`config.mk`:
```
export PLATFORM = sky130hd
export DESIGN_NAME = regfile_ptr
export DESIGN_NICKNAME = d
export VERILOG_FILES = /design/src/rtl/regfile_ptr.sv
export SDC_FILE = /design/constraint.sdc
export NUM_CORES = 1
export LEC_CHECK = 0
export BUFFER_PORTS_ARGS = -buffer_cell sky130_fd_sc_hd__buf_2
export CORE_ASPECT_RATIO = 1.5
export CORE_MARGIN = 2
export CORE_UTILIZATION = 50
export CTS_BUF_LIST = sky130_fd_sc_hd__clkbuf_2 sky130_fd_sc_hd__clkbuf_4 sky130_fd_sc_hd__clkbuf_8
export CTS_CLUSTER_DIAMETER = 100
export CTS_CLUSTER_SIZE = 10
export DETAILED_ROUTE_END_ITERATION = 12
export PLACE_DENSITY_LB_ADDON = 0.2
export SETUP_SLACK_MARGIN = 0.15
export SYNTH_ARGS = -nofsm -noshare
export SYNTH_HDL_FRONTEND = slang
export SYNTH_SLANG_ARGS = --single-unit
```
`constraint.sdc`:
```
create_clock -name clk -period 5 [get_ports clk]
set_input_delay 0.25 -clock clk [delete_from_list [all_inputs] [get_ports clk]]
set_output_delay 0.25 -clock clk [all_outputs]
set_load 0.005 [all_outputs]
```
`src/rtl/regfile_ptr.sv`:
```
module regfile_ptr #(
  parameter int AW = 16
) (
  input  logic          clk,
  input  logic          rst,
  input  logic [4:0]    rd_a_idx,
  output logic [7:0]    rd_a_data,
  input  logic [4:0]    rd_b_idx,
  output logic [7:0]    rd_b_data,
  output logic [15:0]   rd_pair_data,
  input  logic          wr_en,
  input  logic          wr_wide,
  input  logic [4:0]    wr_idx,
  input  logic [15:0]   wr_data,
  input  logic [AW-1:0] ds_addr,
  input  logic          ds_we,
  input  logic [7:0]    ds_wdata,
  output logic [7:0]    ds_rdata,
  output logic          ds_hit,
  input  logic [1:0]    ptr_sel,
  input  logic [1:0]    ptr_op,
  output logic [15:0]   ptr_addr,
  output logic [15:0]   ptr_x,
  output logic [15:0]   ptr_y,
  output logic [15:0]   ptr_z
);
  localparam int NREG = 32;
  localparam logic [4:0] PBASE = 5'd24;

  logic [7:0]  rf [NREG];
  logic [4:0]  plo;
  logic [15:0] pcur, pnext;
  logic        pupd;

  assign rd_a_data    = rf[rd_a_idx];
  assign rd_b_data    = rf[rd_b_idx];
  assign rd_pair_data = {rf[{rd_a_idx[4:1], 1'b1}], rf[{rd_a_idx[4:1], 1'b0}]};

  assign ds_hit   = (ds_addr[AW-1:5] == '0);
  assign ds_rdata = ds_hit ? rf[ds_addr[4:0]] : 8'h00;

  assign ptr_x = {rf[27], rf[26]};
  assign ptr_y = {rf[29], rf[28]};
  assign ptr_z = {rf[31], rf[30]};

  assign plo  = PBASE + {2'b00, ptr_sel, 1'b0};
  assign pcur = {rf[{plo[4:1], 1'b1}], rf[{plo[4:1], 1'b0}]};
  assign pupd = (ptr_sel != 2'd0) && (ptr_op == 2'd1 || ptr_op == 2'd2);

  always_comb begin
    pnext    = pcur;
    ptr_addr = pcur;
    if (ptr_op == 2'd1) pnext = pcur + 16'd1;
    if (ptr_op == 2'd2) begin
      pnext    = pcur - 16'd1;
      ptr_addr = pnext;
    end
  end

  always_ff @(posedge clk) begin
    if (rst) begin
      for (int i = 0; i < NREG; i++) rf[i] <= 8'h00;
    end else if (wr_en) begin
      if (wr_wide) begin
        rf[{wr_idx[4:1], 1'b0}] <= wr_data[7:0];
        rf[{wr_idx[4:1], 1'b1}] <= wr_data[15:8];
      end else begin
        rf[wr_idx] <= wr_data[7:0];
      end
    end else if (ds_we && ds_hit) begin
      rf[ds_addr[4:0]] <= ds_wdata;
    end else if (pupd) begin
      rf[{plo[4:1], 1'b0}] <= pnext[7:0];
      rf[{plo[4:1], 1'b1}] <= pnext[15:8];
    end
  end
endmodule


```
# Word level (Yosys, flattened, before mapping)
# Memories as Yosys holds them, arrays and structs flattened.
# Index checks and enable logic that the tools add are counted.
# word_totals
regBits	0
input_bits	64
elab_cells	58
mem_count	1
ramBits	256
out_inout_bits	105
# classes
n_addsub	3
reduce_logical	11
n_eq_ne	2
n_mux	41
# memory_table
memory	depth	word_bits	read_ports	rd_ports_with_merged_regs	wr	line	text
rf	32	8	13	0	32	30	logic [7:0] rf [NREG];
# ops
operator	n
8-bit 2-to-1 mux	7
16-bit 2-to-1 mux	3
8-bit OR reduction	6
5-bit 2-to-1 mux	6
1-bit 2-to-1 mux	25
16-bit by 1-bit adder with 16-bit output (second input constant)	1
16-bit by 1-bit subtractor with 16-bit output (second input constant)	1
11-bit zero test	1
4-bit by 4-bit adder with 5-bit output (first input constant)	1
2-bit by 1-bit equality test with 1-bit output (second input constant)	1
2-bit equality test (second input constant)	1
1-bit logical AND	2
2-bit nonzero test	1
1-bit logical OR	1

# Longest topological paths before layout
# depth
ltp_word	10
mapped_depth	12
ltp_nobuf	10

# Worst setup path after synthesis
# No wires, ideal clock.
# synth_path
path_type	register to register
start	memory rf[26][5]
end	memory rf[15][7], data pin
path_slack_ps	1994
t_arrival_ps	2733
path_stages_with_launch	10
required_ps	4726
period_less_slack_ps	3006
setup_time_ps	274
n_path_buf	2
path_cell_list	edfxtp_1 -> mux4_1 -> clkbuf_1 -> or4_1 -> buf_4 -> nor4b_4 -> a32oi_1 -> xnor2_1 -> a21boi_1 -> o22ai_1
# synth_rtl
item	line
start, declared	30

==> results list <==
- Max FO, Critical Path: 8
- Max Transition Viols Final: 0
* Arrival time of the worst setup path: 3.81 ns
- The worst register-to-register path has a depth of 7.
- Top cell type's share of synthesized area: 40.6%
* Number of buffers between clock root and the deepest sink: 3
- The placed instances occupy a cell area of 20300 um^2.
- Counting every instance in the synthesized netlist gives 1402.
- CP Buf/Inv Count: 1
- Entering global routing, the biggest net connects 63 pins.
- Port buffer count: 168
- After floorplanning, the core was divided into 87 placement rows.
- Quantity of gates resized following cts: 0
- Largest Register: rf
* H-tree lvl count: 1
- The worst setup path is captured at a primary output.
- Aggregate global routing overflow: 0
- DRT iter0 DRCs: 3047
- Hold_buf cts: 0
* Required time of the worst setup path: 4.75 ns
- Ranking of synthesized cells by area: sky130_fd_sc_hd__edfxtp_1 (41%), sky130_fd_sc_hd__mux4_2 (32%), sky130_fd_sc_hd__o22ai_1 (8.3%)
* Transition time at the pin with the least slew margin: 1.25 ns
- Tcrit/Tclk final: 81.2%
* Peak supply drop: 0.000191 V
- The clock drives 256 sinks.
- DIE WIDTH: 163 um
- The finished cells cover 20700 um^2.
- Critical Path, Cell by Cell: mux4_1, or4_1, nor3_1, nor4bb_1, xor2_1, buf_2
- The most used flip-flop cell after synthesis is sky130_fd_sc_hd__edfxtp_1.
- Netlist Area Pre-Place: 18900 um^2
- Dividing the detail-routed via count by the number of cells gives 8.29.
- For the final database, setup skew stands at 0.0457 ns.
- Number of detailed-routing iterations run before antenna repair: 7
* Max-Cap Viols: 0
- When the netlist entered floorplanning its net count stood at 1470.
* Total core area: 37400 um^2
- Ratio of cells with drive above 1 in the final layout: 37.1%
* Routability-driven placement congestion ratio: 1.08
- Min Tclk post-route: 4.06 ns
- TritonCTS built the clock tree.
* Total Routing Usage GR: 43.0%
* Post-synthesis sequential element count: 256
* Worst-Skew Late Latency: 0.65 ns
- Initial antenna violation count: 3
- Vias in the first global route: 16167
* Total routed wirelength: 84.8 mm
- For this run, asynchronously set or reset flops after synthesis account for 0%.
- The worst hold path terminates at rf[17][5].
- Total count of hold-check failures in the final report: 0
* Source of the worst register-to-register timing path: rf[26][5]
* Routed len/inst: 42.6 um
- The number of setup buffers added after CTS is 0.
- Clock tree synthesis inserted a total of 29 buffers.
* Total of warnings raised by yosys: 0
- Largest registers: rf (256)
- Outcome: completed
- The endpoint identified for the worst register-to-register timing path is rf[21][7].
- Once the floorplan was initialized, standard cells occupied 50.5% of the core.
- Hpwl dp: 61.8 mm
- The die covers 39500 um^2.
* Number of remaining DRC errors: 0
* Wire length of the first global-routing pass: 118 mm
* Vertical die dimension: 242 um
* Mapped Avg Cell Area: 13.5 um^2
* Count of flip-flops with a built-in enable after synthesis: 256
* Worst Min Path Start: wr_data[13]
* Final Setup Violations: 0
- Library cell used as clock root buffer: sky130_fd_sc_hd__clkbuf_8
* Share of synthesized area occupied by flip-flops and latches: 40.6%
* Nature of the critical path startpoint: flop
- For this run, the slowest stage of the critical path takes 0.78 ns.
- In this run the remaining antenna-violating nets after routing total 0.
- The register with the most flip-flops in the layout has 256 of them.
- Master of the slowest instance on the critical path: sky130_fd_sc_hd__or4_1
* Highest attainable clock frequency: 0.246 GHz
* Number of different library cells in the post-synthesis netlist: 58
- Leakage: 0.00697 uW
- Routed via count: 16512
* Path type of the worst min-delay path: in2reg
- Critical path start-end classification: reg2out
- Cell family contributing the most delay on the critical path: simple AND/OR/NAND/NOR gates
* Relative slew slack: 14.7%
- For this design the top-level I/O count stands at 169.
- Dividing total power by cell area gives a power density of 257 nW/um^2.
* Setup repair after global routing missed its margin: no
- Synthesis-to-finish area growth: 9.45%
- Total Neg Setup Slack: 0 ns
- Clock transition at path regs: 0.09 ns
- NumNets Final: 1569
- Cells on Worst Hold Path: 3
* Yosys top cell by area: sky130_fd_sc_hd__edfxtp_1
- For flop-to-flop paths, the worst setup slack is 1.21 ns.
## tightest hold or removal path, delay by kind of cell
family	cells	cell delay (ns)
buffers and inverters	1	0.19
AO/OA/AOI/OAI	1	0.07
AND/OR/NAND/NOR	1	0.06
## Yosys cell counts, types with 5 or more instances
| cell type | n |
|---|---|
| sky130_fd_sc_hd__o22ai_1 | 251 |
| sky130_fd_sc_hd__buf_1 | 32 |
| sky130_fd_sc_hd__mux4_2 | 272 |
| sky130_fd_sc_hd__nand3_1 | 17 |
| sky130_fd_sc_hd__mux2i_1 | 44 |
| sky130_fd_sc_hd__nand4_1 | 5 |
| sky130_fd_sc_hd__a21oi_1 | 21 |
| sky130_fd_sc_hd__nand2b_1 | 13 |
| sky130_fd_sc_hd__inv_1 | 12 |
| sky130_fd_sc_hd__o21ai_0 | 33 |
| sky130_fd_sc_hd__nand2_1 | 144 |
| sky130_fd_sc_hd__xnor2_1 | 18 |
| sky130_fd_sc_hd__xor2_1 | 9 |
| sky130_fd_sc_hd__edfxtp_1 | 256 |
| sky130_fd_sc_hd__mux2_2 | 23 |
| sky130_fd_sc_hd__o221ai_1 | 6 |
| sky130_fd_sc_hd__clkbuf_1 | 102 |
| sky130_fd_sc_hd__buf_2 | 7 |
| sky130_fd_sc_hd__nor3_1 | 6 |
| sky130_fd_sc_hd__nor2_1 | 36 |
| sky130_fd_sc_hd__nor2b_1 | 19 |
| sky130_fd_sc_hd__a21boi_1 | 9 |
## area by class of cell
| cell class | count | area [um^2] |
|---|---|---|
| fill | 3152 | 16700 |
| multi-input combinational | 990 | 10700 |
| sequential | 256 | 7690 |
| timing repair buffer | 212 | 1210 |
| tap | 489 | 612 |
| clock buffer | 29 | 399 |
| inverter | 12 | 45.0 |
| clock inverter | 1 | 30.0 |
| antenna | 2 | 5.00 |
## stage by stage
step                total power (uW)  instances  hold slack [ns]  setup WS [ns]  utilization (%)
floorplan                       3420       1402            0.437           1.99                -
global placement                3950       1959            0.670          0.864             54.2
detailed placement              3970       1959            0.663          0.842             54.2
CTS                             5240       1989           0.0330           1.01             55.3
global route                    5390       1990           0.0810          0.934             55.3
finish                          5320       1991           0.0512          0.938             55.3
## cell families (layout without fill, tap and decap cells)
family,after synthesis,after routing,synth area share [%]
compound gates,352,352,11.7
xor+xnor,27,27,1.25
fa+ha+maj,4,4,0.264
buf+inv,156,254,3.24
flops,256,256,40.6
mux,340,340,36.2
other cells,0,2,0
simple gates,267,267,6.70
## worst max path at each step
stage | to | start | depth (start not counted) | slack (ns)
2_1_floorplan | rf[15][7] | rf[26][5] | 9 | 1.99
3_3_place_gp | rf[15][7] | ptr_sel[0] | 8 | 0.86
3_5_place_dp | rf[29][7] | ptr_sel[0] | 8 | 0.84
4_1_cts | ptr_addr[15] | rf[26][5] | 6 | 1.01
5_1_grt | ptr_addr[15] | rf[26][5] | 6 | 0.93
6_report | ptr_addr[15] | rf[26][5] | 6 | 0.94
## per-layer routing
layer / track usage (%) / part of all wire, % / up-vias
met5: 0 / 0.013 / -
met4: 36.7 / 11 / 2
met3: 8.99 / 12 / 503
met2: 69.0 / 48 / 1708
met1: 48.7 / 29 / 8134
li1: - / - / 6165
## layout by cell type, fill, tap and decap left out, types with 5 or more instances in the layout
master,instances
sky130_fd_sc_hd__buf_2,164
sky130_fd_sc_hd__mux2i_4,7
sky130_fd_sc_hd__nor2b_1,19
sky130_fd_sc_hd__o221ai_1,6
sky130_fd_sc_hd__nand2_1,144
sky130_fd_sc_hd__mux4_2,272
sky130_fd_sc_hd__nand3_1,16
sky130_fd_sc_hd__buf_4,45
sky130_fd_sc_hd__nor3_1,5
sky130_fd_sc_hd__a21oi_1,21
sky130_fd_sc_hd__mux2_2,23
sky130_fd_sc_hd__mux2i_1,36
sky130_fd_sc_hd__inv_1,11
sky130_fd_sc_hd__a21boi_1,9
sky130_fd_sc_hd__nand4_1,5
sky130_fd_sc_hd__o22ai_1,251
sky130_fd_sc_hd__xor2_1,9
sky130_fd_sc_hd__o21ai_0,33
sky130_fd_sc_hd__xnor2_1,18
sky130_fd_sc_hd__clkbuf_8,29
sky130_fd_sc_hd__nor2_1,36
sky130_fd_sc_hd__edfxtp_1,256
sky130_fd_sc_hd__nand2b_1,13
## where the power goes
part | internal (uW) | switching, uW | leakage [uW] | total (uW)
Combinational | 582 | 775 | 0.00423 | 1360
Clock | 565 | 784 | 0.000223 | 1350
Sequential | 2480 | 138 | 0.00252 | 2620
Total | 3630 | 1700 | 0.00697 | 5320
No activity file was read; power rests on OpenSTA's default activity.
